File: src/rtl/spi_out_driver_pkg.sv
package spi_out_driver_pkg;

  // Single-cycle strobes from the control path to the datapath
  typedef struct packed {
    logic loadTx;    // capture status word (chip select fell)
    logic shiftTx;   // advance status shifter (rising serial clock)
    logic shiftRx;   // take one command bit (falling serial clock)
    logic commit;    // frame closed with exactly a full word
    logic frameEnd;  // chip select rose
  } strobe_t;

endpackage

File: src/rtl/spi_out_driver_ctrl.sv
module spi_out_driver_ctrl
  import spi_out_driver_pkg::*;
#(
  parameter int FRAME_BITS  = 24,
  parameter int SYNC_STAGES = 2,
  parameter int CNT_W       = $clog2(FRAME_BITS + 2)
) (
  input  logic             clk,
  input  logic             rstN,
  input  logic             csN,
  input  logic             sclk,
  input  logic             sdi,
  output strobe_t          strb,
  output logic             sdiBit,
  output logic [CNT_W-1:0] bitCount
);

  localparam logic [CNT_W-1:0] FULL_CNT = CNT_W'(FRAME_BITS);
  localparam logic [CNT_W-1:0] OVER_CNT = CNT_W'(FRAME_BITS + 1);

  logic [SYNC_STAGES-1:0] csPipe, sclkPipe, sdiPipe;
  logic csD, sclkD;
  logic csS, sclkS;
  logic armed;
  logic csFall, csRise, sclkRise, sclkFall, inFrame;

  // Synchronizer chains: chip select idles high, clock idles low
  always_ff @(posedge clk or negedge rstN) begin
    if (!rstN) begin
      csPipe   <= '1;
      sclkPipe <= '0;
      sdiPipe  <= '0;
      csD      <= 1'b1;
      sclkD    <= 1'b0;
    end else begin
      csPipe   <= {csPipe[SYNC_STAGES-2:0], csN};
      sclkPipe <= {sclkPipe[SYNC_STAGES-2:0], sclk};
      sdiPipe  <= {sdiPipe[SYNC_STAGES-2:0], sdi};
      csD      <= csPipe[SYNC_STAGES-1];
      sclkD    <= sclkPipe[SYNC_STAGES-1];
    end
  end

  assign csS    = csPipe[SYNC_STAGES-1];
  assign sclkS  = sclkPipe[SYNC_STAGES-1];
  assign sdiBit = sdiPipe[SYNC_STAGES-1];

  assign csFall  = csD & ~csS;
  assign csRise  = ~csD & csS;
  assign inFrame = ~csD & ~csS & armed;
  assign sclkRise = inFrame & ~sclkD & sclkS;
  assign sclkFall = inFrame & sclkD & ~sclkS;

  // Clock edges count only after the clock has been seen low inside the frame
  always_ff @(posedge clk or negedge rstN) begin
    if (!rstN)        armed <= 1'b0;
    else if (csFall)  armed <= ~sclkS;
    else if (csS)     armed <= 1'b0;
    else if (!sclkS)  armed <= 1'b1;
  end

  // Bit counter saturates one past a full word so long frames never alias
  always_ff @(posedge clk or negedge rstN) begin
    if (!rstN)                               bitCount <= '0;
    else if (csFall)                         bitCount <= '0;
    else if (sclkFall && bitCount != OVER_CNT) bitCount <= bitCount + 1'b1;
  end

  always_comb begin
    strb          = '0;
    strb.loadTx   = csFall;
    strb.shiftTx  = sclkRise;
    strb.shiftRx  = sclkFall;
    strb.frameEnd = csRise;
    strb.commit   = csRise && (bitCount == FULL_CNT);
  end

endmodule

File: src/rtl/spi_out_driver_datapath.sv
module spi_out_driver_datapath
  import spi_out_driver_pkg::*;
#(
  parameter int CHANNELS   = 16,
  parameter int FRAME_BITS = 24,
  parameter int OP_W       = FRAME_BITS - CHANNELS,
  parameter logic [OP_W-1:0] SET_OPCODE = '0
) (
  input  logic                clk,
  input  logic                rstN,
  input  strobe_t             strb,
  input  logic                sdiBit,
  input  logic [CHANNELS-1:0] faultIn,
  input  logic                ovIn,
  output logic [CHANNELS-1:0] chanOut,
  output logic                sdo,
  output logic                sdoEn
);

  localparam int PAD_W = FRAME_BITS - CHANNELS - 2;

  logic [FRAME_BITS-1:0] txShift, rxShift, statusWord;
  logic anyFault;

  assign anyFault   = (|faultIn) | ovIn;
  assign statusWord = {anyFault, ovIn, {PAD_W{1'b0}}, faultIn};

  always_ff @(posedge clk or negedge rstN) begin
    if (!rstN)             txShift <= '0;
    else if (strb.loadTx)  txShift <= statusWord;
    else if (strb.shiftTx) txShift <= {txShift[FRAME_BITS-2:0], 1'b0};
  end

  always_ff @(posedge clk or negedge rstN) begin
    if (!rstN)             rxShift <= '0;
    else if (strb.shiftRx) rxShift <= {rxShift[FRAME_BITS-2:0], sdiBit};
  end

  always_ff @(posedge clk or negedge rstN) begin
    if (!rstN)              sdoEn <= 1'b0;
    else if (strb.loadTx)   sdoEn <= 1'b1;
    else if (strb.frameEnd) sdoEn <= 1'b0;
  end

  always_ff @(posedge clk or negedge rstN) begin
    if (!rstN)
      chanOut <= '0;
    else if (strb.commit && rxShift[FRAME_BITS-1 -: OP_W] == SET_OPCODE)
      chanOut <= rxShift[CHANNELS-1:0];
  end

  assign sdo = sdoEn & txShift[FRAME_BITS-1];

endmodule

File: src/rtl/spi_out_driver.sv
module spi_out_driver
  import spi_out_driver_pkg::*;
#(
  parameter int CHANNELS    = 16,
  parameter int FRAME_BITS  = 24,
  parameter int SYNC_STAGES = 2,
  parameter logic [FRAME_BITS-CHANNELS-1:0] SET_OPCODE = '0
) (
  input  logic                clk,
  input  logic                rstN,
  input  logic                csN,
  input  logic                sclk,
  input  logic                sdi,
  input  logic [CHANNELS-1:0] faultIn,
  input  logic                ovIn,
  output logic [CHANNELS-1:0] chanOut,
  output logic                sdo,
  output logic                sdoEn
);

  localparam int CNT_W = $clog2(FRAME_BITS + 2);

  strobe_t          strb;
  logic             sdiBit;
  logic [CNT_W-1:0] bitCount;

  spi_out_driver_ctrl #(
    .FRAME_BITS (FRAME_BITS),
    .SYNC_STAGES(SYNC_STAGES),
    .CNT_W      (CNT_W)
  ) uCtrl (
    .clk     (clk),
    .rstN    (rstN),
    .csN     (csN),
    .sclk    (sclk),
    .sdi     (sdi),
    .strb    (strb),
    .sdiBit  (sdiBit),
    .bitCount(bitCount)
  );

  spi_out_driver_datapath #(
    .CHANNELS  (CHANNELS),
    .FRAME_BITS(FRAME_BITS),
    .SET_OPCODE(SET_OPCODE)
  ) uData (
    .clk    (clk),
    .rstN   (rstN),
    .strb   (strb),
    .sdiBit (sdiBit),
    .faultIn(faultIn),
    .ovIn   (ovIn),
    .chanOut(chanOut),
    .sdo    (sdo),
    .sdoEn  (sdoEn)
  );

endmodule

File: config.mk
export PLATFORM = sky130hd
export DESIGN_NAME = spi_out_driver
export DESIGN_NICKNAME = d
export VERILOG_FILES = /design/src/rtl/spi_out_driver_pkg.sv /design/src/rtl/spi_out_driver_ctrl.sv /design/src/rtl/spi_out_driver_datapath.sv /design/src/rtl/spi_out_driver.sv
export SDC_FILE = /design/constraint.sdc
export NUM_CORES = 1
export LEC_CHECK = 0
export ABC_CLOCK_PERIOD_IN_PS = 2350
export BUFFER_PORTS_ARGS = -buffer_cell sky130_fd_sc_hd__clkbuf_2
export CAP_MARGIN = 20
export CORE_MARGIN = 10
export CORE_UTILIZATION = 36
export DETAILED_ROUTE_END_ITERATION = 8
export PLACE_DENSITY = 0.54
export RECOVER_POWER = 25
export SLEW_MARGIN = 30
export SYNTH_ARGS = -nofsm -noshare
export SYNTH_HDL_FRONTEND = slang
export SYNTH_HIERARCHICAL = 1
export SYNTH_SLANG_ARGS = --single-unit
File: constraint.sdc
create_clock -name clk -period 2.35 [get_ports clk]
set_input_delay 0.47 -clock clk [delete_from_list [all_inputs] [get_ports clk]]
set_output_delay 0.47 -clock clk [all_outputs]
set_load 0.005 [all_outputs]
==> results of run 1 <==
-- final timing paths --
kind / to / start / slack [ns]
setup / recovery: uData/chanOut[6] / uCtrl/csPipe[1] / 0.38
hold / removal: uCtrl/csPipe[0] / csN / 0.20
setup reg to reg: uData/chanOut[6] / uCtrl/csPipe[1] / 0.38
hold reg to reg: uCtrl/sclkPipe[1] / uCtrl/sclkPipe[0] / 0.35
max in group asynchronous: uCtrl/csPipe[1] / rstN / 0.59
min in group asynchronous: uData/txShift[17] / rstN / 0.59
-- metal layers --
layer	vias to the layer above	track usage, %
met3	6	5.01
li1	940	-
met1	947	11.9
met2	42	13.8
met5	-	0
met4	0	2.50
-- sequential cells by signal (all words and copies together) (netlist names) --
register and flops:
uCtrl/armed 1, uCtrl/bitCount 5, uCtrl/csD 1, uCtrl/csPipe 2, uCtrl/sclkD 1, uCtrl/sclkPipe 2
uCtrl/sdiPipe 2, uData/chanOut 16, uData/rxShift 24, uData/sdoEn 1, uData/txShift 24
-- power groups by stage --
stage | Sequential (mW) | Clock (mW) | Combinational [mW]
2_1_floorplan | 1.47 | 0 | 0.0868
3_3_place_gp | 1.48 | 0 | 0.160
3_5_place_dp | 1.48 | 0 | 0.162
4_1_cts | 1.46 | 1.27 | 0.163
5_1_grt | 1.46 | 1.33 | 0.181
6_report | 1.46 | 1.21 | 0.156
-- cell type report --
class / count / area, µm²
fillers: 843 / 4970
flip-flops and latches: 79 / 1980
multi-input cells: 148 / 1230
repair buffers: 47 / 263
well taps: 108 / 135
clock buffers: 10 / 128
clock inverters: 6 / 116
inverters: 5 / 18.8
-- layout by cell type, fill, tap and decap left out, types with 2 or more instances in the layout --
master,count
mux2i_1,23
clkbuf_8,9
a21oi_1,3
a31oi_1,2
clkbuf_1,3
mux2_4,10
nand3_1,2
buf_4,6
inv_6,2
nand2b_1,3
dfrtp_1,76
nor4_1,4
inv_1,5
nor3_1,3
o21ai_0,16
nand2_1,20
ha_1,3
dfstp_2,3
clkbuf_2,38
mux2_2,30
bufinv_16,3
xnor2_1,2
nor2_1,10
-- through the flow --
stage               cell area (µm²)  power (mW)
finish                         3870        2.82
detailed placement             3640        1.65
floorplan                      3310        1.56
CTS                            3880        2.89
global placement               3640        1.64
global route                   3870        2.98
-- worst max-delay path, cell delays in order, from the launching register on --
cell and delay [ns]:
dfstp_2 0.56, and2b_1 0.14, nand2_1 0.05, nor3_1 0.29, nand4b_4 0.40, mux2_4 0.41
-- cells by family (layout without fill, tap and decap cells) --
kind of cell    Yosys count  after routing  synth area share (%)
flops                    79             79                  59.8
mux                      64             64                  22.0
simple gates             55             55                  9.30
compound gates           24             24                  4.01
buf+inv                  21             68                  3.17
fa+ha+maj                 3              3                  1.13
xor+xnor                  2              2                 0.529
==> summary.txt, run 1 <==
Status
  • Outcome: finished with violations
  • Failing checks: capacitance limit, slew limit

Finish
  • Non-Filler Instances: roughly 400
  • Ant. Diodes: 0
  • Fin util: between 40 and 50%
  • Layout cells sized above 1: between 30 and 40%
  • NumNets Final: 315
  • Layout area overhead: 17.0%

Clock network
  • Root Driver: clkbuf_8
  • CTS resizes: 0
  • Post-CTS Hold Fix Bufs: 0
  • Clock tree from TritonCTS: yes
  • Clk Latency, worst-skew pair: about 0.35 ns
  • H-Tree Level Count: 3
  • TritonCTS Sinks: between 70 and 80
  • Post-CTS Setup Bufs: 0
  • CTS buffer count: 9
  • Clock-pin transition on the worst setup and hold timing paths: ~0.08 ns
  • Clock buffer depth: 2

Setup path
  • Worst path required time: approximately 2.6 ns
  • Critical path class: reg2reg
  • Startpoint class of the critical path: register
  • Crit. End Element: register
  • Worst R2R Path Depth: 5
  • Max Fanout on Critical Path: 16
  • Arrival @ worst endpoint: between 2 and 2.5 ns

Place
  • Final Wtd Congestion: 0.749
  • Placed Cells: just under 400
  • Buffers on Ports: 39
  • Dpl ws: 0.309 ns
  • Post-detail-place hpwl: roughly 4.2 mm

Timing
  • Slew headroom: -19.2%
  • WHS: between 0.15 and 0.2 ns
  • Period utilisation layout: 83.9%
  • RSZ-0062 raised after global routing: no
  • Setup WS post-layout: around 0.38 ns
  • Final worst path period need: approximately 2.0 ns
  • Sum Neg Setup Slack: 0 ns
  • Final Hold Viols: 0
  • Final Slew Violations: 34
  • Max Clk Rate: around 510 MHz
  • Final setup violation count: 0
  • Clock Skews: 0.0170 ns
  • Measured slew at the worst slew-check pin: between 1.5 and 2 ns

Detailed routing
  • DRC Markers: 0
  • Metal2 WL: roughly 2.5 mm
  • Vias per cell: approximately 4.8
  • Drt pass-1 iters: 4
  • WL final: around 5.9 mm
  • M1 WL: 2.85 mm
  • Post-route ant nets: 0
  • Top layer in use: met4
  • Vias: 1935
  • WL met3: roughly 520 µm
  • Initial DRC count: 78
  • Routed len/inst: ~15 µm

GRT
  • First-pass GRT wire length: about 10 mm
  • GRT overflow: 0
  • Vias in the first global route: about 2100
  • Initial antenna violation count: 0
  • Largest net degree at the start of global routing: 34
  • Overall routing resource usage: under 10%

Synth
  • Seq cells post-synth: between 70 and 80
  • Top cells by area, synth: dfrtp_1 (57%), mux2_2 (10%), mux2i_1 (7.0%)
  • Async S/R FF share, synth: 100%
  • Post-synth EDFFs: 0
  • Syn Nets: 273
  • Sequential cell area fraction in the yosys report: ~60%
  • Yosys Warn Count: 6
  • Area share of the leading cell type in the synthesized netlist: 57.4%
  • Netlist cell types: 36
  • Average cell area after synthesis: ~13 µm²
  • Synth cell count leaders: dfrtp_1 (76), mux2_2 (30), mux2i_1 (23)
  • Synth area leader: dfrtp_1
  • Top_reg_cell synth: dfrtp_1
  • Most common cell in the netlist: dfrtp_1
  • Gate Count Post-Synth: 248
  • Post-Synthesis Cell Area: approximately 3300 µm²

Die
  • I/O Pins: 40
  • Core area: approximately 9000 µm²
  • Initial Util: 37.4%
  • Die Width: about 120 µm
  • Die Area: ~13000 µm²
  • Die height: about 120 µm
  • Row cnt: 34

Hold path
  • Worst Hold Depth: 1
  • Worst Hold Class: in2reg

Power
  • Leak Pwr: roughly 1.9 nW
  • Pwr/cell area: ~730 nW/µm²
  • Seq pwr share: roughly half
  • Switching share of power: between 20% and 30%
  • Clk pwr share: approximately 43%
  • Sw Pwr: just over 0.6 mW
  • Combinational group share of total power: ~5.5%
  • Internal power: between 2 and 2.5 mW
  • VDD IR-drop max: 0.479 mV

Run
  • Max-cap violations: 1
Power figures use the tool's default switching activity.
==> inputs of run 2 (changes only) <==
ABC_CLOCK_PERIOD_IN_PS = 1600   (was 2350)
PLACE_DENSITY = 0.56   (was 0.54)
clock period = 1.6 ns   (was 2.35 ns; I/O delays follow)
==> summary.txt, run 2 (synthesis results as in run 1) <==
Setup path
  • Max Fanout on Critical Path: 4 (was 16)
  • Crit. End Element: register (unchanged)
  • Worst path required time: 1.84 ns (was 2.59 ns)
  • Slowest stage cell, crit path: or3b_4 (was dfstp_2)
  • Startpoint class of the critical path: register (unchanged)
  • Crit path cell chain: or3b_4, buf_4, nor3_4, mux2_4, a22o_2 (was and2b_1, nand2_1, nor3_1, nand4b_4, mux2_4)
  • WP buf/inv: 1 (was 0)
  • Arrival @ worst endpoint: 2.01 ns (was 2.21 ns)
  • Critical path class: reg2reg (unchanged)
  • Top delay family on crit path: simple AND/OR/NAND/NOR gates (unchanged)
  • Max incr delay on CP: 0.42 ns (was 0.56 ns)
  • Register-to-register setup slack: -0.17 ns (was 0.38 ns)

Timing
  • Final Slew Violations: 0 (was 34)
  • Measured slew at the worst slew-check pin: 0.518 ns (was 1.79 ns)
  • Max Clk Rate: 565 MHz (was 507 MHz)
  • Slew headroom: 65.4% (was -19.2%)
  • Final worst path period need: 1.77 ns (was 1.97 ns)
  • Setup WS post-layout: -0.171 ns (was 0.379 ns)
  • RSZ-0062 raised after global routing: yes (was no)
  • Clock Skews: 0.0139 ns (was 0.0170 ns)
  • Period utilisation layout: 111% (was 83.9%)
  • Final setup violation count: 67 (was 0)
  • Sum Neg Setup Slack: -5.53 ns (was 0 ns)
  • Final Hold Viols: 0 (unchanged)

Place
  • Dpl ws: -0.190 ns (was 0.309 ns)
  • Post-detail-place hpwl: 4.34 mm (was 4.15 mm)
  • Placed inst area: 3790 µm² (was 3640 µm²)
  • Buffers on Ports: 39 (unchanged)
  • Placed Cells: 398 (was 387)
  • Final Wtd Congestion: 0.763 (was 0.749)

Die
  • Initial Util: 37.4% (unchanged)
  • Row cnt: 34 (unchanged)
  • Die height: 116 µm (unchanged)
  • Die Area: 13400 µm² (unchanged)
  • Die Width: 116 µm (unchanged)
  • I/O Pins: 40 (unchanged)
  • Core area: 8850 µm² (unchanged)

Hold path
  • Worst Hold Class: in2reg (unchanged)

GRT
  • First-pass GRT wire length: 10.4 mm (was 10.1 mm)
  • Overall routing resource usage: 9.80% (was 9.41%)
  • GRT overflow: 0 (unchanged)
  • Vias in the first global route: 2054 (was 2094)
  • Initial antenna violation count: 0 (unchanged)
  • Largest net degree at the start of global routing: 40 (was 34)

Finish
  • Commonest non-fill, non-tap cells in the layout: dfrtp_1 (76), clkbuf_2 (38), mux2_4 (26) (was dfrtp_1 (76), clkbuf_2 (38), mux2_2 (30))
  • Multi-input gate area: 1330 µm² (was 1230 µm²)
  • NumNets Final: 339 (was 315)
  • Most common cell after layout, fill and taps aside: dfrtp_1 (unchanged)
  • Fin util: 48.2% (was 43.8%)
  • Fillcell total: 804 (was 843)
  • Non-Filler Instances: 427 (was 403)
  • Layout area overhead: 28.7% (was 17.0%)
  • Layout cells sized above 1: 44.8% (was 37.3%)
  • Register Area: 1980 µm² (unchanged)
  • Post-route design area: 4260 µm² (was 3870 µm²)
  • Top Registers: uData/rxShift: 24 flops, uData/txShift: 24 flops, uData/chanOut: 16 flops (unchanged)
  • Ant. Diodes: 0 (unchanged)

Power
  • Pwr/cell area: 991 nW/µm² (was 729 nW/µm²)
  • VDD IR-drop max: 0.484 mV (was 0.479 mV)
  • Leak Pwr: 2.04 nW (was 1.86 nW)

Clock network
  • Clk Latency, worst-skew pair: 0.35 ns (about the same)
  • H-Tree Level Count: 3 (unchanged)
  • Clock tree from TritonCTS: yes (unchanged)
  • Root Driver: clkbuf_8 (unchanged)
  • Clock-pin transition on the worst setup and hold timing paths: 0.08 ns (about the same)
  • Clock buffer depth: 2 (unchanged)
  • TritonCTS Sinks: 79 (unchanged)
  • CTS buffer count: 9 (unchanged)

Detailed routing
  • Vias: 2088 (was 1935)
  • WL final: 6.60 mm (was 5.89 mm)
  • Drt pass-1 iters: 7 (was 4)
  • Vias per cell: 4.89 (was 4.80)
  • Initial DRC count: 90 (was 78)
  • Post-route ant nets: 0 (unchanged)
  • Routed len/inst: 15.5 µm (was 14.6 µm)
  • DRC Markers: 0 (unchanged)

Status
  • Outcome: finished with violations (unchanged)
  • Failing checks: setup timing (was capacitance limit, slew limit)

Run
  • Max-cap violations: 0 (was 1)
[run 2: worst register-to-register path, delay by kind of cell (launching register included)]
family	cells	cell delay, ns
flip-flops	1	0.38
AND/OR/NAND/NOR	2	0.57
multiplexers	1	0.32
buffers and inverters	1	0.17
AO/OA/AOI/OAI	1	0.23
[run 2: what timing repair did]
action                     in CTS  in global routing
hold endpoints to repair       33                  0
hold buffers                    1                  0
gates resized for setup        10                 20
pin swaps                       2                  3
setup endpoints to repair      63                 66
setup buffers                   3                  6
gates cloned                    2                  2
[run 2: final timing paths]
check,startpoint,to,cells past startpoint
hold / removal,csN,uCtrl/csPipe[0],1
setup reg to reg,uCtrl/csPipe[1],uCtrl/bitCount[4],5
max in group asynchronous,rstN,uData/txShift[0],3
min in group asynchronous,rstN,uCtrl/sclkD,2
hold reg to reg,uCtrl/sdiPipe[0],uCtrl/sdiPipe[1],0
setup / recovery,uCtrl/csPipe[1],uCtrl/bitCount[4],5
[run 2: cell type report]
type | count | area share, %
clock buffer | 10 | 2.99
clock inverter | 6 | 2.70
inverter | 5 | 0.440
multi-input combinational | 148 | 31.2
sequential | 79 | 46.5
tap | 108 | 3.17
timing repair buffer | 71 | 13.0
[run 2: where the power goes]
part / internal, mW / switching [mW]
Sequential: 2.09 / 0.0563
Combinational: 0.139 / 0.144
Clock: 1.05 / 0.749
Total: 3.27 / 0.950
[run 2: routing by layer]
metal	share of wire (%)	global-route usage [%]	vias to the layer above
met2	45	14.4	41
met1	46	12.5	1042
met4	2.3	5.25	0
met5	0	0	-
met3	6.2	3.26	13
li1	-	-	992
[run 2: stage by stage]
step	hold WS (ns)	total power, mW
floorplan	0.0244	2.31
global placement	0.332	2.44
detailed placement	0.336	2.45
CTS	0.0282	4.28
global route	0.0358	4.41
finish	0.0474	4.22
==> inputs of run 3 (changes only) <==
HOLD_SLACK_MARGIN = 0.15   (was default)
==> summary.txt, run 3 (synthesis results as in run 1) <==
Power
  • Sw Pwr: 0.942 mW (was 0.950 mW)
  • VDD IR-drop max: 0.478 mV (was 0.484 mV)
  • Leak Pwr: 2.04 nW (about the same)
  • Combinational group share of total power: 6.8% (was 6.7%)
  • Seq pwr share: 50.8% (about the same)
  • Pwr/cell area: 996 nW/µm² (was 991 nW/µm²)
  • Clk pwr share: 42.4% (was 42.5%)
  • Switching share of power: 22.3% (was 22.5%)
  • Internal power: 3.28 mW (about the same)

Clock network
  • Clk Latency, worst-skew pair: 0.34 ns (was 0.35 ns)
  • Clock buffer depth: 2 (unchanged)
  • Root Driver: clkbuf_8 (unchanged)
  • H-Tree Level Count: 3 (unchanged)
  • CTS buffer count: 9 (unchanged)
  • Clock tree from TritonCTS: yes (unchanged)
  • Clock-pin transition on the worst setup and hold timing paths: 0.08 ns (about the same)
  • TritonCTS Sinks: 79 (unchanged)

Die
  • Row cnt: 34 (unchanged)
  • Core area: 8850 µm² (unchanged)
  • Die Area: 13400 µm² (unchanged)
  • Die Width: 116 µm (unchanged)
  • I/O Pins: 40 (unchanged)
  • Die height: 116 µm (unchanged)
  • Initial Util: 37.4% (unchanged)

Detailed routing
  • Vias per cell: 4.84 (was 4.89)
  • Initial DRC count: 99 (was 90)
  • WL final: 6.50 mm (was 6.60 mm)
  • Post-route ant nets: 0 (unchanged)
  • Drt pass-1 iters: 4 (was 7)
  • Vias: 2078 (was 2088)
  • Routed len/inst: 15.2 µm (was 15.5 µm)
  • DRC Markers: 0 (unchanged)

Hold path
  • Worst Hold Class: in2reg (unchanged)

Run
  • Max-cap violations: 0 (unchanged)

GRT
  • First-pass GRT wire length: 10.4 mm (about the same)
  • GR Util met1: 12.5% (about the same)
  • GR peak layer: met2 (unchanged)
  • Vias in the first global route: 2071 (was 2054)
  • Largest net degree at the start of global routing: 40 (unchanged)
  • Initial antenna violation count: 0 (unchanged)
  • Met3 GRT Util: 3.00% (was 3.26%)
  • GRT overflow: 0 (unchanged)
  • Overall routing resource usage: 9.77% (was 9.80%)
  • Met2 Track Usage GR: 14.5% (was 14.4%)

Timing
  • Setup WS post-layout: -0.166 ns (was -0.171 ns)
  • Sum Neg Setup Slack: -5.22 ns (was -5.53 ns)
  • Measured slew at the worst slew-check pin: 0.523 ns (was 0.518 ns)
  • Clock Skews: 0.0134 ns (was 0.0139 ns)
  • Final worst path period need: 1.77 ns (about the same)
  • Final setup violation count: 61 (was 67)
  • RSZ-0062 raised after global routing: yes (unchanged)
  • Slew headroom: 65.1% (was 65.4%)
  • Period utilisation layout: 110% (was 111%)
  • Final Slew Violations: 0 (unchanged)
  • Max Clk Rate: 566 MHz (was 565 MHz)
  • Final Hold Viols: 0 (unchanged)

Status
  • Outcome: finished with violations (unchanged)
  • Failing checks: setup timing (unchanged)

Setup path
  • Max Fanout on Critical Path: 4 (unchanged)
  • Crit path cell chain: or3b_4, buf_4, nor3_4, mux2_4, a22o_2 (unchanged)
  • Max incr delay on CP: 0.41 ns (was 0.42 ns)
  • Slowest stage cell, crit path: or3b_4 (unchanged)
  • Register-to-register setup slack: -0.17 ns (about the same)
  • Worst path required time: 1.83 ns (was 1.84 ns)
  • Arrival @ worst endpoint: 2.00 ns (was 2.01 ns)
  • Crit. End Element: register (unchanged)
  • Startpoint class of the critical path: register (unchanged)
  • Critical path class: reg2reg (unchanged)

Finish
  • Most common cell after layout, fill and taps aside: dfrtp_1 (unchanged)
  • Layout cells sized above 1: 44.2% (was 44.8%)
  • Fin util: 47.9% (was 48.2%)
  • Commonest non-fill, non-tap cells in the layout: dfrtp_1 (76), clkbuf_2 (38), mux2_2 (28) (was dfrtp_1 (76), clkbuf_2 (38), mux2_4 (26))
  • Ant. Diodes: 0 (unchanged)
  • Top Registers: uData/rxShift: 24 flops, uData/txShift: 24 flops, uData/chanOut: 16 flops (unchanged)
  • Layout area overhead: 28.0% (was 28.7%)
  • NumNets Final: 341 (was 339)

Place
  • Buffers on Ports: 39 (unchanged)
  • Final Wtd Congestion: 0.763 (unchanged)
  • Post-detail-place hpwl: 4.34 mm (unchanged)
[run 3: routing by layer]
metal	wire length, µm	vias to the layer above
met2	3000	39
met1	3050	1032
met5	0	-
li1	-	997
met4	106	0
met3	351	10
[run 3: path summary, 6_finish.rpt]
kind / from / end / cells after the start
worst max-delay path: uCtrl/csPipe[1] / uCtrl/bitCount[4] / 5
worst min-delay path: faultIn[2] / uData/txShift[2] / 3
worst max register to register: uCtrl/csPipe[1] / uCtrl/bitCount[4] / 5
worst min register to register: uCtrl/sdiPipe[0] / uCtrl/sdiPipe[1] / 0
max in group asynchronous: rstN / uData/txShift[0] / 3
min in group asynchronous: rstN / uData/rxShift[1] / 2
[run 3: power by group through the flow]
stage | sequential [mW] | combinational, mW | clock, mW
final | 2.14 | 0.287 | 1.79
after global routing | 2.16 | 0.323 | 1.93
after CTS | 2.15 | 0.284 | 1.85
after detailed placement | 2.18 | 0.266 | 0
after global placement | 2.18 | 0.259 | 0
after floorplan | 2.16 | 0.145 | 0
[run 3: layout make-up]
type	count	area, µm²
clock buffer	10	128
tap	108	135
timing repair buffer	73	582
clock inverter	6	115
inverter	5	18.8
fill	803	4610
multi-input combinational	148	1280
sequential	79	1980
[run 3: what timing repair did]
action,in CTS,in global routing
hold buffers,4,0
setup buffers,3,5
setup endpoints to repair,63,66
hold endpoints to repair,36,0
pin swaps,2,4
resized for setup,10,10
cloned,2,2
[run 3: per-stage QoR]
stage	instance area, µm²	hold slack [ns]	std cells	total power [mW]	setup WS (ns)
3_3_place_gp	3790	0.332	398	2.44	-0.141
4_1_cts	4150	0.181	423	4.28	-0.138
6_report	4240	0.207	429	4.22	-0.166
5_1_grt	4240	0.197	429	4.41	-0.198
3_5_place_dp	3790	0.336	398	2.45	-0.190
2_1_floorplan	3440	0.0244	248	2.31	-0.123
[run 3: worst max-delay path: cells and delay by family, from the launching register on]
kind	cells	cell delay (ns)
flops	1	0.38
compound gates	1	0.23
buf+inv	1	0.17
mux	1	0.32
simple gates	2	0.57
